[src/rtl/clk_sel_pkg.sv]
package clk_sel_pkg;

    localparam int P_W   = 5;
    localparam int DRV_W = 2;

    typedef enum logic [1:0] {C0_PLL_DIV = 2'd0, C0_REF = 2'd1, C0_REF_DIV = 2'd2} c0_src_e;
    typedef enum logic [1:0] {C1_REF = 2'd0, C1_REF_HALF = 2'd1, C1_CLK0 = 2'd2, C1_CLK0_HALF = 2'd3} c1_src_e;
    typedef enum logic [1:0] {ROLE_OE = 2'd0, ROLE_PDN = 2'd1, ROLE_FSEL = 2'd2, ROLE_CLK1 = 2'd3} pin_role_e;
    typedef enum logic [1:0] {DRV_LOW = 2'd0, DRV_STD = 2'd1, DRV_HIGH = 2'd2} drv_e;

    typedef struct packed {
        drv_e           drv1;
        drv_e           drv0;
        c1_src_e        c1;
        c0_src_e        c0;
        logic [P_W-1:0] p;
    } cfg_set_t;

    localparam int CFG_W = $bits(cfg_set_t);

    localparam cfg_set_t CFG_RST = '{drv1: DRV_STD, drv0: DRV_STD, c1: C1_REF,
                                     c0: C0_REF, p: P_W'(1)};

    function automatic logic c0_pick(c0_src_e s, logic pll_div, logic ref_lvl, logic ref_div);
        case (s)
            C0_PLL_DIV: return pll_div;
            C0_REF_DIV: return ref_div;
            default:    return ref_lvl;
        endcase
    endfunction

    function automatic logic c1_pick(c1_src_e s, logic ref_lvl, logic ref_half,
                                     logic c0, logic c0_half);
        case (s)
            C1_REF:      return ref_lvl;
            C1_REF_HALF: return ref_half;
            C1_CLK0:     return c0;
            default:     return c0_half;
        endcase
    endfunction

endpackage

[src/rtl/clk_post_div.sv]
module clk_post_div
    import clk_sel_pkg::*;
#(
    parameter int PW    = P_W,
    parameter int P_INI = 1
) (
    input  logic          clk,
    input  logic          rst,
    input  logic          en,
    input  logic          lvl,
    input  logic [PW-1:0] req_p,
    output logic          div_o,
    output logic          tc_o
);

    logic          lvl_d;
    logic          q;
    logic [PW-1:0] cnt;
    logic [PW-1:0] act_p;
    logic          rise;
    logic          at_end;

    assign rise   = lvl & ~lvl_d;
    assign at_end = (act_p == '0) || (cnt == act_p - PW'(1));
    assign tc_o   = en & rise & at_end;
    assign div_o  = (act_p == '0) ? lvl : q;

    always_ff @(posedge clk) begin
        if (rst) begin
            lvl_d <= 1'b0;
            q     <= 1'b0;
            cnt   <= '0;
            act_p <= PW'(P_INI);
        end else if (en) begin
            lvl_d <= lvl;
            if (rise) begin
                if (at_end) begin
                    cnt   <= '0;
                    act_p <= req_p;
                    if (act_p != '0) q <= ~q;
                end else begin
                    cnt <= cnt + PW'(1);
                end
            end
        end
    end


    cnt_bound_chk: assert property (@(posedge clk) disable iff (rst)
        (act_p != '0) |-> (cnt < act_p));


    stop_hold_chk: assert property (@(posedge clk) disable iff (rst)
        !en |=> $stable(cnt) && $stable(q));


    p_load_chk: assert property (@(posedge clk) disable iff (rst)
        (act_p != $past(act_p)) |-> (cnt == '0));

endmodule

[src/rtl/clk_out_gate.sv]
module clk_out_gate (
    input  logic clk,
    input  logic rst,
    input  logic src,
    input  logic en_req,
    input  logic force_off,
    output logic q_o,
    output logic en_o
);

    always_ff @(posedge clk) begin
        if (rst) begin
            en_o <= 1'b0;
            q_o  <= 1'b0;
        end else begin
            if (force_off)  en_o <= 1'b0;
            else if (!src)  en_o <= en_req;
            q_o <= en_o & src & ~force_off;
        end
    end


    glitch_free_chk: assert property (@(posedge clk) disable iff (rst)
        ($past(!force_off) && (en_o != $past(en_o))) |-> !$past(src));

endmodule

[src/rtl/clk_out_sel.sv]
module clk_out_sel
    import clk_sel_pkg::*;
#(
    parameter int SYNC_STAGES = 2
) (
    input  logic             clk,
    input  logic             rst,
    input  logic             ref_i,
    input  logic             pll_i,
    input  logic             wr_en,
    input  logic             wr_bank,
    input  logic [CFG_W-1:0] wr_data,
    input  logic [1:0]       role_i,
    input  logic             dis_hiz_i,
    input  logic             pin_i,
    output logic             pin_o,
    output logic             pin_oe,
    output logic             clk0_o,
    output logic             clk0_oe,
    output logic [DRV_W-1:0] drv0_o,
    output logic [DRV_W-1:0] drv1_o
);

    cfg_set_t  set1, set2, cfg_req;
    c0_src_e   act_c0;
    c1_src_e   act_c1;
    drv_e      act_drv0, act_drv1;
    pin_role_e role;

    logic [SYNC_STAGES-1:0] pin_sync;
    logic pin_s, sleep, oe_req, use_set2, run;
    logic ref_q, pll_q, ref_prev, c0_prev, ref_half, c0_half;
    logic ref_div, pll_div, ref_tc, pll_tc;
    logic c0_src, c1_src, en0, en1, g0_q, g1_q;

    assign role     = pin_role_e'(role_i);
    assign pin_s    = pin_sync[SYNC_STAGES-1];
    assign sleep    = (role == ROLE_PDN)  && !pin_s;
    assign oe_req   = !((role == ROLE_OE) && !pin_s);
    assign use_set2 = (role == ROLE_FSEL) && !pin_s;
    assign run      = !sleep;
    assign cfg_req  = use_set2 ? set2 : set1;

    always_ff @(posedge clk) begin
        if (rst) begin
            pin_sync <= '1;
            set1     <= CFG_RST;
            set2     <= CFG_RST;
            ref_q    <= 1'b0;
            pll_q    <= 1'b0;
        end else begin
            pin_sync <= {pin_sync[SYNC_STAGES-2:0], pin_i};
            ref_q    <= ref_i;
            pll_q    <= pll_i;
            if (wr_en && !wr_bank) set1 <= cfg_set_t'(wr_data);
            if (wr_en &&  wr_bank) set2 <= cfg_set_t'(wr_data);
        end
    end

    clk_post_div #(.PW(P_W), .P_INI(1)) u_ref_div (
        .clk(clk), .rst(rst), .en(run), .lvl(ref_q),
        .req_p(cfg_req.p), .div_o(ref_div), .tc_o(ref_tc)
    );

    clk_post_div #(.PW(P_W), .P_INI(1)) u_pll_div (
        .clk(clk), .rst(rst), .en(run), .lvl(pll_q),
        .req_p(cfg_req.p), .div_o(pll_div), .tc_o(pll_tc)
    );

    always_ff @(posedge clk) begin
        if (rst) begin
            act_c0   <= CFG_RST.c0;
            act_c1   <= CFG_RST.c1;
            act_drv0 <= CFG_RST.drv0;
            act_drv1 <= CFG_RST.drv1;
        end else if (ref_tc) begin
            act_c0   <= cfg_req.c0;
            act_c1   <= cfg_req.c1;
            act_drv0 <= cfg_req.drv0;
            act_drv1 <= cfg_req.drv1;
        end
    end

    assign c0_src = c0_pick(act_c0, pll_div, ref_q, ref_div);

    always_ff @(posedge clk) begin
        if (rst) begin
            ref_prev <= 1'b0;
            c0_prev  <= 1'b0;
            ref_half <= 1'b0;
            c0_half  <= 1'b0;
        end else if (run) begin
            ref_prev <= ref_q;
            c0_prev  <= c0_src;
            if (ref_q && !ref_prev) ref_half <= ~ref_half;
            if (c0_src && !c0_prev) c0_half  <= ~c0_half;
        end
    end

    assign c1_src = c1_pick(act_c1, ref_q, ref_half, c0_src, c0_half);

    clk_out_gate u_gate0 (
        .clk(clk), .rst(rst), .src(c0_src), .en_req(oe_req),
        .force_off(sleep), .q_o(g0_q), .en_o(en0)
    );

    clk_out_gate u_gate1 (
        .clk(clk), .rst(rst), .src(c1_src), .en_req(oe_req),
        .force_off(sleep), .q_o(g1_q), .en_o(en1)
    );

    assign clk0_o  = g0_q;
    assign clk0_oe = en0 | ~dis_hiz_i;
    assign pin_o   = g1_q;
    assign pin_oe  = (role == ROLE_CLK1) && (en1 | ~dis_hiz_i);
    assign drv0_o  = act_drv0;
    assign drv1_o  = act_drv1;


    src_apply_chk: assert property (@(posedge clk) disable iff (rst)
        ((act_c0 != $past(act_c0)) || (act_c1 != $past(act_c1))) |-> $past(ref_tc));


    sleep_stop_chk: assert property (@(posedge clk) disable iff (rst)
        sleep |-> !ref_tc && !pll_tc);


    off_low_chk: assert property (@(posedge clk) disable iff (rst)
        !en0 |=> !clk0_o);

endmodule

[config.mk]
export PLATFORM = sky130hd
export DESIGN_NAME = clk_out_sel
export DESIGN_NICKNAME = d
export VERILOG_FILES = /design/src/rtl/clk_sel_pkg.sv /design/src/rtl/clk_post_div.sv /design/src/rtl/clk_out_gate.sv /design/src/rtl/clk_out_sel.sv
export SDC_FILE = /design/constraint.sdc
export NUM_CORES = 1
export LEC_CHECK = 0
export ABC_AREA = 1
export BUFFER_PORTS_ARGS = -buffer_cell sky130_fd_sc_hd__clkbuf_2
export CAP_MARGIN = 20
export CORE_UTILIZATION = 35
export CTS_CLUSTER_SIZE = 10
export DETAILED_ROUTE_END_ITERATION = 10
export GPL_TIMING_DRIVEN = 0
export HOLD_SLACK_MARGIN = 0.03
export PLACE_DENSITY_LB_ADDON = 0.15
export SLEW_MARGIN = 15
export SYNTH_ARGS = -nofsm -noshare
export SYNTH_HDL_FRONTEND = slang
export SYNTH_SLANG_ARGS = --single-unit
[constraint.sdc]
create_clock -name clk -period 3.7 [get_ports clk]
set_input_delay 0.925 -clock clk [delete_from_list [all_inputs] [get_ports clk]]
set_output_delay 0.925 -clock clk [all_outputs]
set_load 0.1 [all_outputs]
Word level (Yosys, flattened, before mapping)
Cells that the tools add are included.
W data, S select, Z words.

operators by class
  eq/ne operators = 8
  add/sub/neg operators = 4
  bitwise operators = 18
  reduce and logical (&&, ||, !) cells = 32
  mux-type cells = 7

operators with widths
  operator               number
  $mux W13               1
  $add A5 B1 Y5 const B  2
  $eq A5 B5 Y1           2
  $logic_not A5 Y1       2
  $mux W5                2
  $reduce_bool A5 Y1     2
  $sub A5 B1 Y5 const B  2
  $and A1 B1 Y1          8
  $eq A2 B2 Y1 const B   4
  $logic_and A1 B1 Y1    8
  $not A1 Y1             8
  $reduce_and A2 Y1      4
  $reduce_and A4 Y1      2
  $logic_not A1 Y1       6
  $logic_not A2 Y1       3
  $reduce_and A3 Y1      2
  $eq A2 B1 Y1 const B   2
  $pmux W1 S3            1
  $logic_or A1 B1 Y1     2
  $mux W1                2
  $or A1 B1 Y1           2
  $pmux W1 S2            1
  $reduce_or A2 Y1       1

storage, ports and cells
  word-level logic and storage cells = 101
  input port bits = 23
  bits in registers = 69
  output and inout port bits = 8

Depth between registers and ports, before layout
  depth in word-level cells = 6
  mapped depth = 13

Hierarchy
From an unflattened synthesis, not the netlist that was laid out.

unflattened totals
  cell total of the unflattened synthesis = 498
  area, all modules = 3454.6 um2

modules (own cells, without submodules)
  module        sequential area each (um2)  instances  area an instance (um2)  cells each
  clk_out_sel   840.8                       1          1730.4                  244
  clk_post_div  240.2                       2          785.8                   116
  clk_out_gate  40.0                        2          76.3                    11

Worst setup path before layout
OpenSTA, ideal clock, no wires.

  path type = input-to-output
  from = in role_i[1]
  to = out pin_oe
  path slack = 0.350 ns
  stages on the path = 2
  data arrival time = 2.425 ns
  cell sequence = nand2_1 -> a21oi_1

on the way
  word-level cells in the longest chain between the ends = 2

RTL lines
  what                 RTL line            RTL
  start, declared      clk_out_sel.sv:13   input logic [1:0] role_i,
  $eq A2 B2 Y1         clk_out_sel.sv:115  assign pin_oe = (role == ROLE_CLK1) && (en1 | ~dis_hiz_i);
  $logic_and A1 B1 Y1  clk_out_sel.sv:115
  end, declared        clk_out_sel.sv:17   output logic pin_oe,

Every way passes these cells.

Worst setup path in the final report
Ends and elaborated chain as after synthesis.

==> run metrics <==
commonest non-fill, non-tap cells in the layout=122 x nand2_1, 69 x dfxtp_1, 64 x nor2_1; share of cells above drive strength 1=between 10% and 20%; RSZ-0062 raised after global routing=no; non-filler instance count after layout=between 600 and 700; CP bufs+invs=2; Reg2Reg Depth=13; reg2reg end=u_ref_div.act_p[1]; CTS tree=yes; final hold vios=0; max incr delay on CP=roughly 0.47 ns; initial antenna violation count=0; first-pass GRT wire length=13400 um; most repeated library cell on the critical path=clkbuf_2; WHS=0.416 ns; CP Class=primary input to output port; CTS root buffer=clkbuf_8; CP Cell Sequence=clkbuf_2 > nand2_1 > a21oi_1 > clkbuf_2; family with the most delay on the worst path=buffers and inverters; All-Layer GR Usage=about 17%; Syn Nets=slightly above 500; Cell variety after synth=28; Max Clock Freq=approximately 380 MHz; CTS Buf Count=9; CTS resizes=0; Critical Path AT=about 1.7 ns; commonest non-fill, non-tap cell in the layout=nand2_1; worst hold path startpoint=pin_sync[0]; fin area=3840 um2; placed cells=approximately 640; I/O pin total=31; Hold Path Sink=pin_sync[1]; DRT iter0 DRCs=120; vias in the first global route=2910; crit share post-route=between 70% and 80%; placed cell area=3650 um2; GPL Wtd Cong=0.791; Sequential cell area=1380 um2; Syn Area/Cell=6.89 um2; P per Cell Area=roughly 570 nW/um2; initial core utilization=a little over a third; worst-skew pair later-pin latency=roughly 0.34 ns; Total Wirelength=~7600 um; Congestion Overflow GR=0; slew margin rel.=64.2%; clock sink count=69; Final TNS setup=0 ns; multi-input logic area=approximately 1600 um2; via count=~3000; DIE WIDTH=about 100 um; Post-DP HPWL=about 5700 um; Max H-tree Level=3; Fill cells=between 1000 and 1500; min cycle time layout=about 2.6 ns; # nets final=between 500 and 600; Mapped Cells=~490; Clock Tree Buf Depth=2; Worst IR Drop VDD=between 0.0002 and 0.00025 V; RR Startpoint=u_ref_div.act_p[0]; core box area=9240 um2; register area share after synthesis=around two fifths; Avg WL per Cell=between 10 and 15 um; pin count of the biggest net entering global routing=12; die outline height=99.7 um; CP max FO=4; DRC Markers=0; Final setup viols=0; outcome=complete, no violations; Critical Path Slowest Stage Cell=clkbuf_2; Mapped Area=roughly 3300 um2; crit end category=output port; clock slew at reported path FFs=about 0.070 ns; Syn. warnings=0; actual slew at the worst max-slew pin=about 0.54 ns; die area=9950 um2; drt pass-1 iters=5; Via density=approximately 4.6; PortBufs=29; Antenna Cells=0; Hold/Removal Path Class=flip-flop to flip-flop; FF-to-FF setup slack=between 1.5 and 2 ns; maxcap violations=0; Final ANT Viol Nets=0; FP Rows=35; Req. time, crit path=between 2 and 3 ns; total power=0.00220 W; post-cts hold buffer count=0; post-CTS setup buffers=0; Leakage=around 1.8 nW; Layout Skew=around 0.0094 ns; Synth Register Bits=69; final slew viol count=0; Area Growth Syn to Fin=14.9%; CP startpoint kind=primary input; hold depth=1
[state kept, by name, indices dropped and copies added, names as in the netlist, 2 cells and up]
name / flops
act_c1: 2
u_pll_div.cnt: 5
set2: 13
drv1_o: 2
u_pll_div.act_p: 5
act_c0: 2
set1: 13
drv0_o: 2
pin_sync: 2
u_ref_div.cnt: 5
u_ref_div.act_p: 5
[where the power goes]
part / internal (W) / switching, W / total (W)
Combinational: 0.000238 / 0.000473 / 0.000711
Clock: 0.000328 / 0.000277 / 0.000605
Sequential: 0.000822 / 0.0000589 / 0.000881
[through the flow]
step                      worst slack [ns]  util (%)
after floorplan                      0.350         -
after global placement                1.07      39.5
after detailed placement              1.06      39.5
after CTS                             1.05      41.6
after global routing                 0.979      41.6
final                                 1.06      41.6
[cell families (layout without fill, tap and decap cells)]
| logic type | Yosys count | after routing | synth area share [%] |
|---|---|---|---|
| buffers and inverters | 77 | 122 | 9.81 |
| DFF | 69 | 69 | 41.3 |
| muxes | 3 | 3 | 0.898 |
| and+or+nand+nor | 259 | 259 | 33.8 |
| AOI/OAI and AO/OA | 65 | 65 | 10.6 |
| adders and majority gates | 4 | 4 | 1.50 |
| xor gates and xnor gates | 8 | 8 | 2.10 |
[Yosys cell counts]
cell type	n	share of area (%)
nand3_1	42	6.3
a21oi_2	4	1.0
o21ai_0	34	5.1
nand4_1	8	1.5
o221ai_1	1	0.26
inv_1	57	6.4
nor3_4	1	0.49
mux2i_1	3	0.90
nor2_1	64	7.2
nor2_2	3	0.56
ha_1	4	1.5
nand2_2	4	0.75
dfxtp_1	69	41
o211ai_1	4	0.90
inv_2	2	0.22
nor3_1	3	0.45
a21oi_1	22	3.3
buf_2	4	0.60
nand2_4	1	0.34
clkbuf_1	10	1.1
nand3b_1	7	1.6
buf_8	1	0.45
nand3_2	2	0.60
xor2_1	7	1.8
xnor2_1	1	0.26
buf_6	3	1.0
nand2_1	122	14
or2_2	2	0.37
[worst max path at each step]
stage	from	end	depth (start not counted)
floorplan	role_i[1]	pin_oe	2
detailed placement	role_i[1]	pin_oe	4
global route	role_i[1]	pin_oe	4
global placement	role_i[1]	pin_oe	4
CTS	role_i[1]	pin_oe	4
finish	role_i[1]	pin_oe	4
[area by class of cell]
type | instances | area share, %
Buffer | 18 | 2.77
Clock buffer | 12 | 3.78
Clock inverter | 4 | 1.24
Inverter | 59 | 5.76
Multi-Input combinational cell | 339 | 42.5
Sequential cell | 69 | 35.9
Tap cell | 129 | 4.20
Timing Repair Buffer | 29 | 3.78
[routing by layer]
metal  up-vias  share of wire [%]  GRT usage [%]
met5         -                  0              0
met3         9                2.6           2.67
li1       1627                  -              -
met1      1369                 49           22.0
met4         0                1.5           7.47
met2        42                 47           28.4
No activity file was read; power rests on OpenSTA's default activity.
